[config.mk]
export PLATFORM = sky130hd
export DESIGN_NAME = sig_link_lane
export DESIGN_NICKNAME = d
export VERILOG_FILES = /design/src/rtl/sig_lane_pkg.sv /design/src/rtl/sig_lane_age.sv /design/src/rtl/sig_lane_ctrl.sv /design/src/rtl/sig_link_lane.sv
export SDC_FILE = /design/constraint.sdc
export NUM_CORES = 1
export LEC_CHECK = 0
export BUFFER_PORTS_ARGS = -buffer_cell sky130_fd_sc_hd__buf_4
export CORE_MARGIN = 8
export CORE_UTILIZATION = 55
export CTS_CLUSTER_DIAMETER = 80
export DETAILED_ROUTE_END_ITERATION = 7
export PLACE_DENSITY = 0.73
export SETUP_SLACK_MARGIN = 0.1
export SYNTH_ARGS = -nofsm -noshare
export SYNTH_HDL_FRONTEND = slang
export SYNTH_SLANG_ARGS = --single-unit
[constraint.sdc]
create_clock -name clk -period 9.1 [get_ports clk]
set_clock_uncertainty 0.2 [all_clocks]
set_input_delay 0 -clock clk [delete_from_list [all_inputs] [get_ports clk]]
set_output_delay 0 -clock clk [all_outputs]
set_load 0.02 [all_outputs]
[src/rtl/sig_lane_pkg.sv]
package sig_lane_pkg;

    typedef logic [1:0] sig_t;

    localparam sig_t SIG_NONE = 2'b00;
    localparam sig_t SIG_REQ  = 2'b01;
    localparam sig_t SIG_ACK  = 2'b10;
    localparam sig_t SIG_IDLE = 2'b11;

    typedef enum logic [3:0] {
        S_EMPTY    = 4'd0,
        S_REQ      = 4'd1,
        S_ACK      = 4'd2,
        S_IDLE     = 4'd3,
        S_REQ_ACK  = 4'd4,
        S_ACK_IDLE = 4'd5,
        S_IDLE_REQ = 4'd6,
        S_ACK_REQ  = 4'd7,
        S_REQ_IDLE = 4'd8,
        S_IDLE_ACK = 4'd9
    } lane_st_e;

    function automatic logic is_pair(lane_st_e s);
        return (s >= S_REQ_ACK) && (s <= S_IDLE_ACK);
    endfunction

    function automatic sig_t old_of(lane_st_e s);
        case (s)
            S_REQ, S_REQ_ACK, S_REQ_IDLE:   return SIG_REQ;
            S_ACK, S_ACK_IDLE, S_ACK_REQ:   return SIG_ACK;
            S_IDLE, S_IDLE_REQ, S_IDLE_ACK: return SIG_IDLE;
            default:                        return SIG_NONE;
        endcase
    endfunction

    function automatic sig_t new_of(lane_st_e s);
        case (s)
            S_REQ, S_IDLE_REQ, S_ACK_REQ:   return SIG_REQ;
            S_ACK, S_REQ_ACK, S_IDLE_ACK:   return SIG_ACK;
            S_IDLE, S_ACK_IDLE, S_REQ_IDLE: return SIG_IDLE;
            default:                        return SIG_NONE;
        endcase
    endfunction

    function automatic lane_st_e single_of(sig_t c);
        case (c)
            SIG_REQ:  return S_REQ;
            SIG_ACK:  return S_ACK;
            SIG_IDLE: return S_IDLE;
            default:  return S_EMPTY;
        endcase
    endfunction

    function automatic lane_st_e pair_of(sig_t older, sig_t newer);
        case ({older, newer})
            {SIG_REQ,  SIG_ACK}:  return S_REQ_ACK;
            {SIG_ACK,  SIG_IDLE}: return S_ACK_IDLE;
            {SIG_IDLE, SIG_REQ}:  return S_IDLE_REQ;
            {SIG_ACK,  SIG_REQ}:  return S_ACK_REQ;
            {SIG_REQ,  SIG_IDLE}: return S_REQ_IDLE;
            {SIG_IDLE, SIG_ACK}:  return S_IDLE_ACK;
            default:              return S_EMPTY;
        endcase
    endfunction

endpackage

[src/rtl/sig_lane_age.sv]
module sig_lane_age #(
    parameter int DELAY = 36,
    parameter int AW    = $clog2(DELAY + 2)
) (
    input  logic          clk,
    input  logic          rst,
    input  logic          ld,
    input  logic [AW-1:0] ld_val,
    input  logic          adv,
    output logic [AW-1:0] age
);
    localparam logic [AW-1:0] SAT = AW'(DELAY + 1);

    always_ff @(posedge clk) begin
        if (rst) begin
            age <= '0;
        end else if (ld) begin
            age <= ld_val;
        end else if (adv && (age != SAT)) begin
            age <= age + 1'b1;
        end
    end

    AST_AGE_SATURATES: assert property (@(posedge clk) disable iff (rst)
        age <= SAT) else $error("age above saturation");

endmodule

[src/rtl/sig_lane_ctrl.sv]
module sig_lane_ctrl
    import sig_lane_pkg::*;
#(
    parameter int DELAY = 36,
    parameter int AW    = $clog2(DELAY + 2)
) (
    input  logic               clk,
    input  logic               rst,
    input  sig_t               snd_code,
    input  logic [1:0][AW-1:0] age,
    output logic [1:0]         ld,
    output logic [1:0][AW-1:0] ld_val,
    output logic [1:0]         adv,
    output logic               rcv_stb,
    output sig_t               rcv_code,
    output logic               ovf
);
    localparam logic [AW-1:0] DLY = AW'(DELAY);

    lane_st_e state, rem, nxt;
    logic     deliver, drop;
    sig_t     newest;

    // delivery first, then the send acts on what remains
    always_comb begin
        deliver = (state != S_EMPTY) && (age[0] == DLY);
        rem     = state;
        if (deliver) begin
            rem = is_pair(state) ? single_of(new_of(state)) : S_EMPTY;
        end
        newest = new_of(rem);
        nxt    = rem;
        drop   = 1'b0;
        if ((snd_code != SIG_NONE) && (snd_code != newest)) begin
            unique case (1'b1)
                (rem == S_EMPTY): nxt  = single_of(snd_code);
                is_pair(rem):     drop = 1'b1;
                default:          nxt  = pair_of(newest, snd_code);
            endcase
        end
    end

    // age slot control: slot 0 is the older signal, slot 1 the newer
    always_comb begin
        ld     = '0;
        ld_val = '0;
        adv    = '0;
        if (nxt == S_EMPTY) begin
            ld[0] = 1'b1;
        end else if (deliver && is_pair(state)) begin
            ld[0]     = 1'b1;
            ld_val[0] = age[1] + 1'b1;
        end else if ((state == S_EMPTY) || deliver) begin
            ld[0] = 1'b1;
        end else begin
            adv[0] = 1'b1;
        end
        if (is_pair(nxt) && is_pair(rem)) begin
            adv[1] = 1'b1;
        end else begin
            ld[1] = 1'b1;
        end
    end

    always_ff @(posedge clk) begin
        if (rst) begin
            state <= S_EMPTY;
            ovf   <= 1'b0;
        end else begin
            state <= nxt;
            ovf   <= ovf | drop;
        end
    end

    always_comb begin
        rcv_stb  = deliver;
        rcv_code = deliver ? old_of(state) : SIG_NONE;
    end

    AST_AGE_BOUND: assert property (@(posedge clk) disable iff (rst)
        (state != S_EMPTY) |-> (age[0] <= DLY)) else $error("age past delay");
    AST_EMPTY_FROZEN: assert property (@(posedge clk) disable iff (rst)
        (state == S_EMPTY) |-> (age[0] == '0 && age[1] == '0)) else $error("empty aging");
    AST_PAIR_ORDER: assert property (@(posedge clk) disable iff (rst)
        is_pair(state) |-> (age[1] < age[0])) else $error("pair order");
    AST_OVF_STICKY: assert property (@(posedge clk) disable iff (rst)
        ovf |=> ovf) else $error("overflow cleared");
    AST_STB_CODE: assert property (@(posedge clk) disable iff (rst)
        rcv_stb |-> (rcv_code != SIG_NONE)) else $error("strobe without code");
    AST_QUIET_CODE: assert property (@(posedge clk) disable iff (rst)
        !rcv_stb |-> (rcv_code == SIG_NONE)) else $error("code without strobe");

endmodule

[src/rtl/sig_link_lane.sv]
module sig_link_lane #(
    parameter int DELAY = 36
) (
    input  logic       clk,
    input  logic       rst,
    input  logic [1:0] snd_code,
    output logic       rcv_stb,
    output logic [1:0] rcv_code,
    output logic       ovf
);
    localparam int AW = $clog2(DELAY + 2);

    logic [1:0][AW-1:0] age;
    logic [1:0][AW-1:0] ld_val;
    logic [1:0]         ld;
    logic [1:0]         adv;

    sig_lane_ctrl #(.DELAY(DELAY), .AW(AW)) u_ctrl (
        .clk      (clk),
        .rst      (rst),
        .snd_code (snd_code),
        .age      (age),
        .ld       (ld),
        .ld_val   (ld_val),
        .adv      (adv),
        .rcv_stb  (rcv_stb),
        .rcv_code (rcv_code),
        .ovf      (ovf)
    );

    for (genvar g = 0; g < 2; g++) begin : g_slot
        sig_lane_age #(.DELAY(DELAY), .AW(AW)) u_age (
            .clk    (clk),
            .rst    (rst),
            .ld     (ld[g]),
            .ld_val (ld_val[g]),
            .adv    (adv[g]),
            .age    (age[g])
        );
    end

endmodule

======== Word-level counts from Yosys, hierarchy flattened ========
Memory sizes are Yosys's and may differ from the RTL's. A register that Yosys moved wholly into a read port is not among the register bits.
Cells that the tools add are included.
storage, ports and cells
  register bits ........................... 17
  ROM bits ................................ 96
  input bits .............................. 4
  word-level logic and storage cells ...... 74
  memories kept ........................... 3
memory list
  name              depth  width  read ports  clocked after memory_dff  write ports  RTL line            RTL
  (name not given)  16     2      1           1                         0            sig_lane_pkg.sv:28  case (s)
  (name not given)  16     2      1           1                         0            sig_lane_pkg.sv:37  case (s)
  (name not given)  16     2      1           0                         0            sig_lane_pkg.sv:37
cells by class
  add/sub/neg operators ................... 2
  magnitude comparators ................... 6
  equal/unequal tests ..................... 16
  mux-type cells .......................... 24
  bitwise gates (word level) .............. 2
  reductions and logical operators ........ 17
operators with widths
  operator               number
  $mux W6                4
  $pmux W4 S6            1
  $eq A4 B4 Y1 const B   4
  $mux W4                4
  $add A6 B1 Y6 const B  2
  $ge A4 B3 Y1 const B   3
  $le A4 B4 Y1 const B   3
  $logic_not A4 Y1       3
  $ne A6 B6 Y1 const B   2
  $pmux W2 S3            2
  $logic_and A1 B1 Y1    9
  $mux W1                9
  $eq A2 B2 Y1 const B   4
  $eq A4 B3 Y1 const B   2
  $pmux W4 S2            1
  $eq A6 B6 Y1 const B   1
  $mux W2                3
  $eq A2 B1 Y1 const B   2
  $reduce_bool A2 Y1     2
  $reduce_bool A4 Y1     1
  $ne A2 B2 Y1           1
  $reduce_or A2 Y1       1
  $logic_or A1 B1 Y1     1
  $not A1 Y1             1
  $or A1 B1 Y1           1

======== Longest topological paths before layout ========
Gate-level depths: netlist (run 1).
An unclocked memory read counts as a cell.
  depth after elaboration ................. 17
  depth in mapped cells ................... 17

======== Cells and area by module ========
A second synthesis (run 1) with hierarchy kept.
second synthesis, totals
  cells, all modules ...................... 230
  area, all modules ....................... 1938.1 sq um
by module, submodules not included
  module         instances  cells each  area each (sq um)  seq. area each (sq um)
  sig_lane_ctrl  1          136         1132.3             180.2
  sig_lane_age   2          47          402.9              120.1

======== Worst setup path after synthesis (run 1) ========
No wires, ideal clock.
  kind .................................... reg-to-reg
  start ................................... reg g_slot[0].u_age.age[2]
  end ..................................... reg with a tool-made name
  arrival ................................. 2.952 ns
  required time ........................... 8.779 ns
  path slack .............................. 5.827 ns
  stages on the path, launching flop included .. 16
  buffers on the path ..................... 1
  period minus slack after synthesis ...... 3.273 ns
  path through ............................ dfxtp_1 -> and4bb_4 -> nand2_4 -> buf_6 -> nor2_1 -> a22oi_1 -> ha_1 -> inv_1 -> o21a_1 -> o221ai_2 -> nor2_2 -> a32oi_2 -> nor2_1 -> inv_1 -> ha_1 -> mux2_2
RTL lines
  element                 RTL line            RTL
  from (decl)             sig_lane_age.sv:10  output logic [AW-1:0] age
  from (signal assigned)  sig_lane_age.sv:18  age <= ld_val;
  from (signal assigned)  sig_lane_age.sv:20  age <= age + 1'b1;

==> results of run 1 <==
-- cell type report --
type	instances	area (sq um)
inverters	9	33.8
multi-input cells	142	1060
fillers	240	1040
clock buffers	4	26.3
flip-flops and latches	21	420
well taps	31	38.8
repair buffers	10	82.6
-- path summary, 6_finish.rpt --
| kind | start | end | cells past startpoint |
|---|---|---|---|
| hold / removal | u_ctrl.ovf | u_ctrl.ovf | 2 |
| setup reg to reg | u_ctrl.state[2] | flop | 14 |
| setup / recovery | u_ctrl.state[2] | flop | 14 |
| hold reg to reg | u_ctrl.ovf | u_ctrl.ovf | 2 |
-- cells by family (layout without fill, tap and decap cells) --
group	after synthesis	count (layout)	synth area share, %
flip-flops	21	21	27.1
multiplexers	4	4	2.66
buffers and inverters	15	23	4.28
XOR/XNOR	11	11	6.21
AND/OR/NAND/NOR	71	71	25.8
adder cells (fa/ha/maj)	7	7	5.65
AO/OA/AOI/OAI	49	49	28.3
-- through the flow --
step / area (sq um) / setup WS, ps / cells
2_1_floorplan: 1550 / 5830 / 178
3_3_place_gp: 1610 / 5640 / 210
3_5_place_dp: 1610 / 5510 / 210
4_1_cts: 1670 / 5480 / 217
5_1_grt: 1670 / 5190 / 217
6_report: 1670 / 5440 / 217
-- worst max-delay path, cell delays in order (launching register included) --
cell      delay (ps)
dfxtp_1          580
nor2b_1          380
nor2_1            90
nor2_1           140
a22oi_1          110
ha_1             320
inv_1             60
o21a_1           240
o221ai_2         200
nor2_2           100
a32oi_2          480
nor2_1           100
inv_1             70
ha_1             220
mux2_2           250
-- cell usage in the layout, fill, tap and decap left out, types with 2 or more instances in the layout --
cell	instances
o21ai_0	6
o2111ai_1	2
nand2b_1	5
nand2_1	9
mux2i_1	3
o21a_1	4
clkbuf_4	3
nor2b_1	2
buf_4	7
inv_1	9
nand3b_1	2
a32oi_2	3
and2_1	5
o22ai_1	7
nand3_1	7
o32ai_1	2
a21boi_1	2
and3_1	5
ha_1	7
a21oi_1	8
nor2_1	22
nand4_1	2
dlygate4sd3_1	3
dfxtp_1	21
xor2_1	6
xnor2_1	5
-- metal layers --
layer  vias up  track usage (%)  routed length, microns
met5         -                0                       0
met4         0             6.15                      74
met3        10             2.72                     220
met2        51             22.7                    1550
met1       607             18.0                    1530
li1        672                -                       -
-- power groups by stage --
stage	combinational, mW	clock [mW]	sequential [mW]
CTS	0.0905	0.0449	0.108
global route	0.102	0.0483	0.110
finish	0.0910	0.0430	0.109
detailed placement	0.0891	0	0.110
floorplan	0.0741	0	0.107
global placement	0.0861	0	0.110
-- repair_timing --
item,CTS,global route
endpoints found under the hold margin,21,0
hold buffers,3,0
endpoints found under the setup margin,0,0
gates resized for setup,0,0
==> summary.txt, run 1 <==
Iteration-0 DRC Markers = 98
Final period utilization = 40.2%
Global-route wire length before repair = 6040 microns
Wirelength per Cell = 15.5 microns
Die ar. = 4770 sq um
Sequential share of power = 44.8%
Max Root-Sink Buffers = 2
Largest cells by area after synthesis = dfxtp_1, ha_1, nor2_1
Count leader, synth = nor2_1
RSZ-0062 raised after global routing = no
Final Critical Period = 3660 ps
Startpoint types = flop
Port Buffer Count = 7
Initial core utilization = 57.2%
Pwr Total = 0.243 mW
Largest net degree at the start of global routing = 13
Fmax = 273 MHz
Crit. End Element = flop
Worst path arrival time = 3650 ps
Max-slew violation count = 0
Initial antenna violation count = 0
Antenna Cells = 0
Root buf cell = clkbuf_4
Worst relative slew slack = 54.8%
Ys flop type = dfxtp_1
Synth cell count leaders = nor2_1, dfxtp_1, inv_1, nand2_1, a21oi_1
Netlist cell types = 54
I/O pin count = 8
GPL Wtd Cong = 0.854
Slew @ Worst Pin = 671 ps
Post-DP HPWL = 2590 microns
DRC viols = 0
Setup Crit Path Kind = flop to flop
Logic pwr share = 37.5%
Inserted Clock Buffers = 3
Synth warnings = 0
Die width = 69.1 microns
Hold Fails Final Rpt = 0
Share of Yosys cell area claimed by the top area cell type = 27.1%
Synth area leader = dfxtp_1
Clk_lat worst skew = 290 ps
Vias per cell = 6.18
Post-CTS setup repair buffer count = 0
Pwr/cell area = 146 nW/um^2
Antenna Violating Nets Remaining = 0
Worst-path fanout max = 12
Int Power = 0.155 mW
Clk pin slew, worst setup/hold paths = 100 ps
Leakage = 0.623 nW
Core area = 2710 sq um
R2R Setup Slk = 5440 ps
First-pass DRT Iterations = 4
Sw power = 0.0877 mW
FP Rows = 19
Clock sinks = 21
Htree depth = 1
Number of global-route vias before repair = 1,331
Chip height = 69.1 microns
#FFs+latches synth = 21
Fin util = 61.4%
Required @ worst endpoint = 9090 ps
Min Hold Slack = 284 ps
Clock power share = 17.7%
Syn Inst Count = 178
Hold WC Path Type = flop to flop
CTS tree = done
Async SR Flop Fraction = 0%
Setup TNS = 0 ps
Area Overhead vs Synth = 7.43%
Switching Share = 36.1%
Share of layout cells above drive strength 1 = 16.1%
Mapped Area = 1550 sq um
DR vias = 1,340
Post-synth EDFFs = 0
Fin nets = 198
Synth Net Count = 189
Peak VDD IR = 0.113 mV
Final setup viols = 0
Outcome = complete, no violations
Maxcap violations = 0
GRT overflow = 0
GRT Util Overall = 14.3%
Avg Inst Size Synth = 8.71 sq um
Register area share after synthesis = 27.1%
Post-Route WL = 3370 microns
(Power assumes the default switching activity.)
==> run 2: changes to the inputs <==
clock period = 3.7 ns   (was 9.1 ns; I/O delays follow)
==> summary.txt, run 2 (synthesis gave the netlist of run 1 again) <==
Hold WC Path Type = flop to flop
Logic pwr share = 39.2% (+1.7 points)
I/O pin count = 8 (unchanged)
Sequential share of power = 43.6% (-1.2 points)
GRT Util Overall = 14.1% (-0.12 points)
Iteration-0 DRC Markers = 71 (-28%)
Clk pin slew, worst setup/hold paths = 100 ps (about the same)
Worst relative slew slack = 52.7% (-2.1 points)
Outcome = complete, no violations
R2R Setup Slk = 330 ps (-5110 ps)
FF-to-FF Start = g_slot[0].u_age.age[1]
Critical-path cell list = inv_1 > ha_1 > nand2_4 > nor2_1 > a22oi_1 > ha_1 > inv_1 > o2111ai_1 > o221ai_2 > o32a_2 > nor2_1 > inv_1 > ha_1 > mux2_2
Die ar. = 4770 sq um (unchanged)
Area Overhead vs Synth = 10.1%
Max Root-Sink Buffers = 2 (unchanged)
Final setup viols = 0 (unchanged)
Switching Share = 35.4% (-0.68 points)
Most common cell after layout, fill and taps aside = nor2_1
Share of layout cells above drive strength 1 = 19.9% (+3.8 points)
Maxcap violations = 0 (unchanged)
Fin nets = 203 (+2.5%)
Crit. End Element = flop
Peak VDD IR = 0.275 mV (+140%)
Most frequent cells in the layout = nor2_1, dfxtp_1, buf_4, nand2_1, inv_1
Initial core utilization = 57.2% (unchanged)
First-pass DRT Iterations = 4 (unchanged)
Startpoint types = flop
Setup TNS = 0 ps (unchanged)
Wirelength per Cell = 15.2 microns (-2.3%)
Required @ worst endpoint = 3690 ps (-5400 ps)
Die width = 69.1 microns (unchanged)
Largest net degree at the start of global routing = 13 (unchanged)
Non-Filler Instances = 222 (+2.3%)
Port Buffer Count = 7 (unchanged)
Core area = 2710 sq um (unchanged)
RSZ-0062 raised after global routing = no
Inst Count DP = 215 (+2.4%)
Htree depth = 1 (unchanged)
Setup Crit Path Kind = flop to flop
Root buf cell = clkbuf_4
Post-DP HPWL = 2680 microns (+3.4%)
GRT overflow = 0 (unchanged)
Min Hold Slack = 290 ps (+6.24 ps)
Clock power share = 17.2% (-0.5 points)
Global-route wire length before repair = 5930 microns (-1.8%)
Worst path arrival time = 3360 ps (-290 ps)
Slew @ Worst Pin = 703 ps (+31.5 ps)
Int Power = 0.389 mW (+150%)
Worst Hold Path EP = u_ctrl.ovf
Number of global-route vias before repair = 1,302 (-2.2%)
Clock sinks = 21 (unchanged)
Chip height = 69.1 microns (unchanged)
Antenna Violating Nets Remaining = 0 (unchanged)
Fmax = 297 MHz (+8.8%)
Post-Route WL = 3370 microns (unchanged)
Pre-CTS setup slack = 305 ps (-5200 ps)
Hold path depth = 2 (unchanged)
Inserted Clock Buffers = 3 (unchanged)
Leakage = 0.650 nW (+4.3%)
Clk_lat worst skew = 290 ps (about the same)
Largest stage delay on the critical path = 420 ps (-160 ps)
Hold Fails Final Rpt = 0 (unchanged)
Pwr/cell area = 353 nW/um^2 (+140%)
Initial antenna violation count = 0 (unchanged)
Worst-path fanout max = 12 (unchanged)
CTS tree = done
Reg2Reg Depth = 14 (unchanged)
Slowest CP cell = o32a_2
Final period utilization = 91.0% (+51 points)
Vias per cell = 6.09 (-1.4%)
DRC viols = 0 (unchanged)
Max-slew violation count = 0 (unchanged)
GPL Wtd Cong = 0.914 (+7.0%)
Final worst setup slack = 335 ps (-5110 ps)
FP Rows = 19 (unchanged)
Sw power = 0.213 mW (+140%)
Final Critical Period = 3370 ps (-295 ps)
Pwr Total = 0.602 mW (+150%)
DR vias = 1,351 (+0.82%)
Antenna Cells = 0 (unchanged)
Hold Path Origin = u_ctrl.ovf
==> run 2: cell count changes in the layout (fill, tap and decap cells not counted), sizes merged <==
cell,change
buf,+5
==> run 2: layout make-up <==
cell class	instances	area, sq um
clock buffer	4	26.3
sequential	21	423
inverter	9	33.8
fill	239	1000
tap	31	38.8
timing repair buffer	15	120
multi-input combinational	142	1060
==> run 2: per-layer routing <==
layer	GRT usage (%)	vias to the layer above	routed length, microns
met3	1.86	10	127
li1	-	681	-
met4	6.83	0	84
met2	21.8	34	1530
met5	0	-	0
met1	18.6	626	1630
==> run 2: repair_timing <==
item | in CTS | in global routing
setup endpoints to repair | 0 | 1
setup buffers | 0 | 0
hold buffers | 3 | 0
hold endpoints to repair | 21 | 0
gates resized for setup | 0 | 3
==> run 2: stage by stage <==
stage	area, sq um	util (%)
final	1710	63.0
after floorplan	1550	-
after CTS	1700	62.8
after detailed placement	1650	60.8
after global placement	1650	60.8
after global routing	1710	63.0
==> run 2: worst max-delay path by stage <==
stage	from	end	cells past startpoint
floorplan	g_slot[0].u_age.age[2]	flop	15
global placement	g_slot[0].u_age.age[0]	flop	15
detailed placement	g_slot[0].u_age.age[0]	flop	14
CTS	g_slot[0].u_age.age[0]	flop	14
global route	g_slot[0].u_age.age[1]	flop	14
finish	g_slot[0].u_age.age[1]	flop	14
==> run 2: power groups by stage <==
stage | Clock (mW) | Combinational, mW | Sequential (mW)
5_1_grt | 0.119 | 0.261 | 0.264
3_5_place_dp | 0 | 0.231 | 0.266
2_1_floorplan | 0 | 0.182 | 0.263
4_1_cts | 0.111 | 0.234 | 0.261
3_3_place_gp | 0 | 0.225 | 0.266
6_report | 0.104 | 0.236 | 0.262
==> run 2: critical path: cells and delay by family (launching register included) <==
| kind | cells | cell delay [ps] |
|---|---|---|
| AOI/OAI and AO/OA | 4 | 930 |
| adders and majority gates | 3 | 850 |
| buffers and inverters | 3 | 200 |
| DFF | 1 | 360 |
| muxes | 1 | 260 |
| and+or+nand+nor | 3 | 470 |
==> run 3: changes to the inputs <==
CELL_PAD_IN_SITES_DETAIL_PLACEMENT = 1   (was not set)
CELL_PAD_IN_SITES_GLOBAL_PLACEMENT = 2   (was not set)
CORE_UTILIZATION = 37   (was 55)
PLACE_DENSITY = not set   (was 0.73)
PLACE_DENSITY_LB_ADDON = 0.1   (was not set)
==> summary.txt, run 3 (synthesis gave the netlist of run 1 again) <==
Outcome = complete, no violations
Area Overhead vs Synth = 13.8%
DR vias = 1,377 (+1.9%)
Chip height = 80.7 microns (+17%)
Iteration-0 DRC Markers = 75 (+5.6%)
Wirelength per Cell = 16.8 microns (+11%)
Placed cell areas = 1680 sq um (+1.9%)
Worst Hold Path EP = u_ctrl.state[0]
Area of the multi-input gates = 1080 sq um (+1.4%)
Switching Share = 35.9% (+0.46 points)
Clock power share = 23.3% (+6.1 points)
Startpoint types = flop
Initial core utilization = 38.5% (-19 points)
Post-DP HPWL = 3250 microns (+21%)
Hold WC Path Type = primary input to flop
Global-route wire length before repair = 7000 microns (+18%)
Most common cell after layout, fill and taps aside = nor2_1
Die width = 80.7 microns (+17%)
FF-to-FF Start = g_slot[0].u_age.age[4]
Peak VDD IR = 0.276 mV (+0.48%)
First-pass DRT Iterations = 4 (unchanged)
Clock sinks = 21 (unchanged)
GRT overflow = 0 (unchanged)
Worst path arrival time = 3330 ps (-30 ps)
Share of layout cells above drive strength 1 = 22.0% (+2.1 points)
Post-Route WL = 4060 microns (+20%)
Max-slew violation count = 0 (unchanged)
Hold path depth = 4 (+2)
Min Hold Slack = 90.7 ps (-200 ps)
Port Buffer Count = 7 (unchanged)
Final design area excluding fillers = 1760 sq um (+3.4%)
Worst-path fanout max = 12 (unchanged)
Number of global-route vias before repair = 1,432 (+10%)
Largest net degree at the start of global routing = 14 (+1)
Slew @ Worst Pin = 713 ps (+10.2 ps)
Leakage = 0.658 nW (+1.2%)
Met3 routed WL = 52 microns (-59%)
Logic pwr share = 37.2% (-2.0 points)
GRT Util Overall = 13.4% (-0.69 points)
Highest routed layer = met4
Crit. End Element = flop
I/O pin count = 8 (unchanged)
Maxcap violations = 0 (unchanged)
Worst relative slew slack = 52.5% (-0.18 points)
Hold Path Origin = snd_code[1]
Initial antenna violation count = 0 (unchanged)
Setup TNS = 0 ps (unchanged)
Clk pin slew, worst setup/hold paths = 80 ps (-20 ps)
Inserted Clock Buffers = 3 (unchanged)
Final setup viols = 0 (unchanged)
DRC viols = 0 (unchanged)
Fin nets = 203 (unchanged)
Met2 wire len = 1900 microns (+24%)
FP Rows = 23 (+4)
RSZ-0062 raised after global routing = no
CTS tree = done
WL met1 = 2080 microns (+28%)
Hold Fails Final Rpt = 0 (unchanged)
Pwr/cell area = 376 nW/um^2 (+6.7%)
Int Power = 0.425 mW (+9.5%)
Htree depth = 1 (unchanged)
R2R Setup Slk = 330 ps (about the same)
Required @ worst endpoint = 3660 ps (-30 ps)
Sequential share of power = 39.5% (-4.1 points)
Reg2Reg Depth = 13 (-1)
Antenna Violating Nets Remaining = 0 (unchanged)
Most frequent cells in the layout = nor2_1, dfxtp_1, buf_4, nand2_1, inv_1
Vias per cell = 5.71 (-6.1%)
Post-CTS setup repair buffer count = 0 (unchanged)
Fmax = 297 MHz (-0.20%)
Final period utilization = 91.1% (+0.18 points)
Max Root-Sink Buffers = 2 (unchanged)
Fill count = 493 (+110%)
Die ar. = 6520 sq um (+37%)
Seq. cell area = 422 sq um (-0.30%)
Sw power = 0.238 mW (+12%)
Clk_lat worst skew = 260 ps (-30 ps)
Setup Crit Path Kind = flop to flop
Final Critical Period = 3370 ps (+6.67 ps)
Antenna Cells = 0 (unchanged)
Root buf cell = clkbuf_8
Core area = 4030 sq um (+49%)
GPL Wtd Cong = 0.816 (-11%)
[run 3: final cells by class]
type	count	share of cell area (%)
Sequential cell	21	23.9
Clock inverter	1	0.426
Clock buffer	3	2.34
Timing Repair Buffer	15	6.67
Multi-Input combinational cell	142	61.2
Tap cell	50	3.55
Inverter	9	1.91
[run 3: how the worst max path moves through the flow]
stage / startpoint / endpoint / slack, ps / depth (start not counted)
CTS: g_slot[0].u_age.age[0] / flop / 190 / 15
floorplan: g_slot[0].u_age.age[2] / flop / 430 / 15
finish: g_slot[0].u_age.age[4] / flop / 330 / 13
detailed placement: g_slot[0].u_age.age[0] / flop / 230 / 15
global placement: g_slot[0].u_age.age[0] / flop / 380 / 14
global route: g_slot[0].u_age.age[4] / flop / 140 / 13
[run 3: metal layers]
layer	track usage [%]	up-vias
met5	0	-
met1	17.8	686
met4	3.75	0
met3	1.77	2
met2	22.2	10
li1	-	679
[run 3: power groups by stage]
stage	logic, mW	registers, mW	clock network [mW]
final	0.247	0.262	0.155
after global routing	0.272	0.265	0.168
after CTS	0.242	0.261	0.158
after detailed placement	0.238	0.266	0
after global placement	0.235	0.266	0
after floorplan	0.182	0.263	0
[run 3: what timing repair did]
action                     CTS  global route
hold endpoints to repair    16             0
resized for setup            0             6
hold buffers                 2             0
setup endpoints to repair    0             2
[run 3: critical path, stage by stage, from the launching register on]
cell	delay (ps)
dfxtp_1	340
and4bb_4	400
nand2_4	130
nor2_1	190
a22oi_2	90
ha_1	310
inv_1	60
o2111ai_1	220
o221ai_2	160
o32a_2	420
nor2_1	140
inv_1	70
ha_1	280
mux2_2	270
[run 3: metrics by stage]
stage	cells	power [mW]	setup WS [ps]	util [%]
CTS	241	0.660	185	43.4
global route	241	0.705	140	43.8
floorplan	178	0.446	427	-
finish	241	0.664	328	43.8
global placement	235	0.500	383	41.6
detailed placement	235	0.505	228	41.6
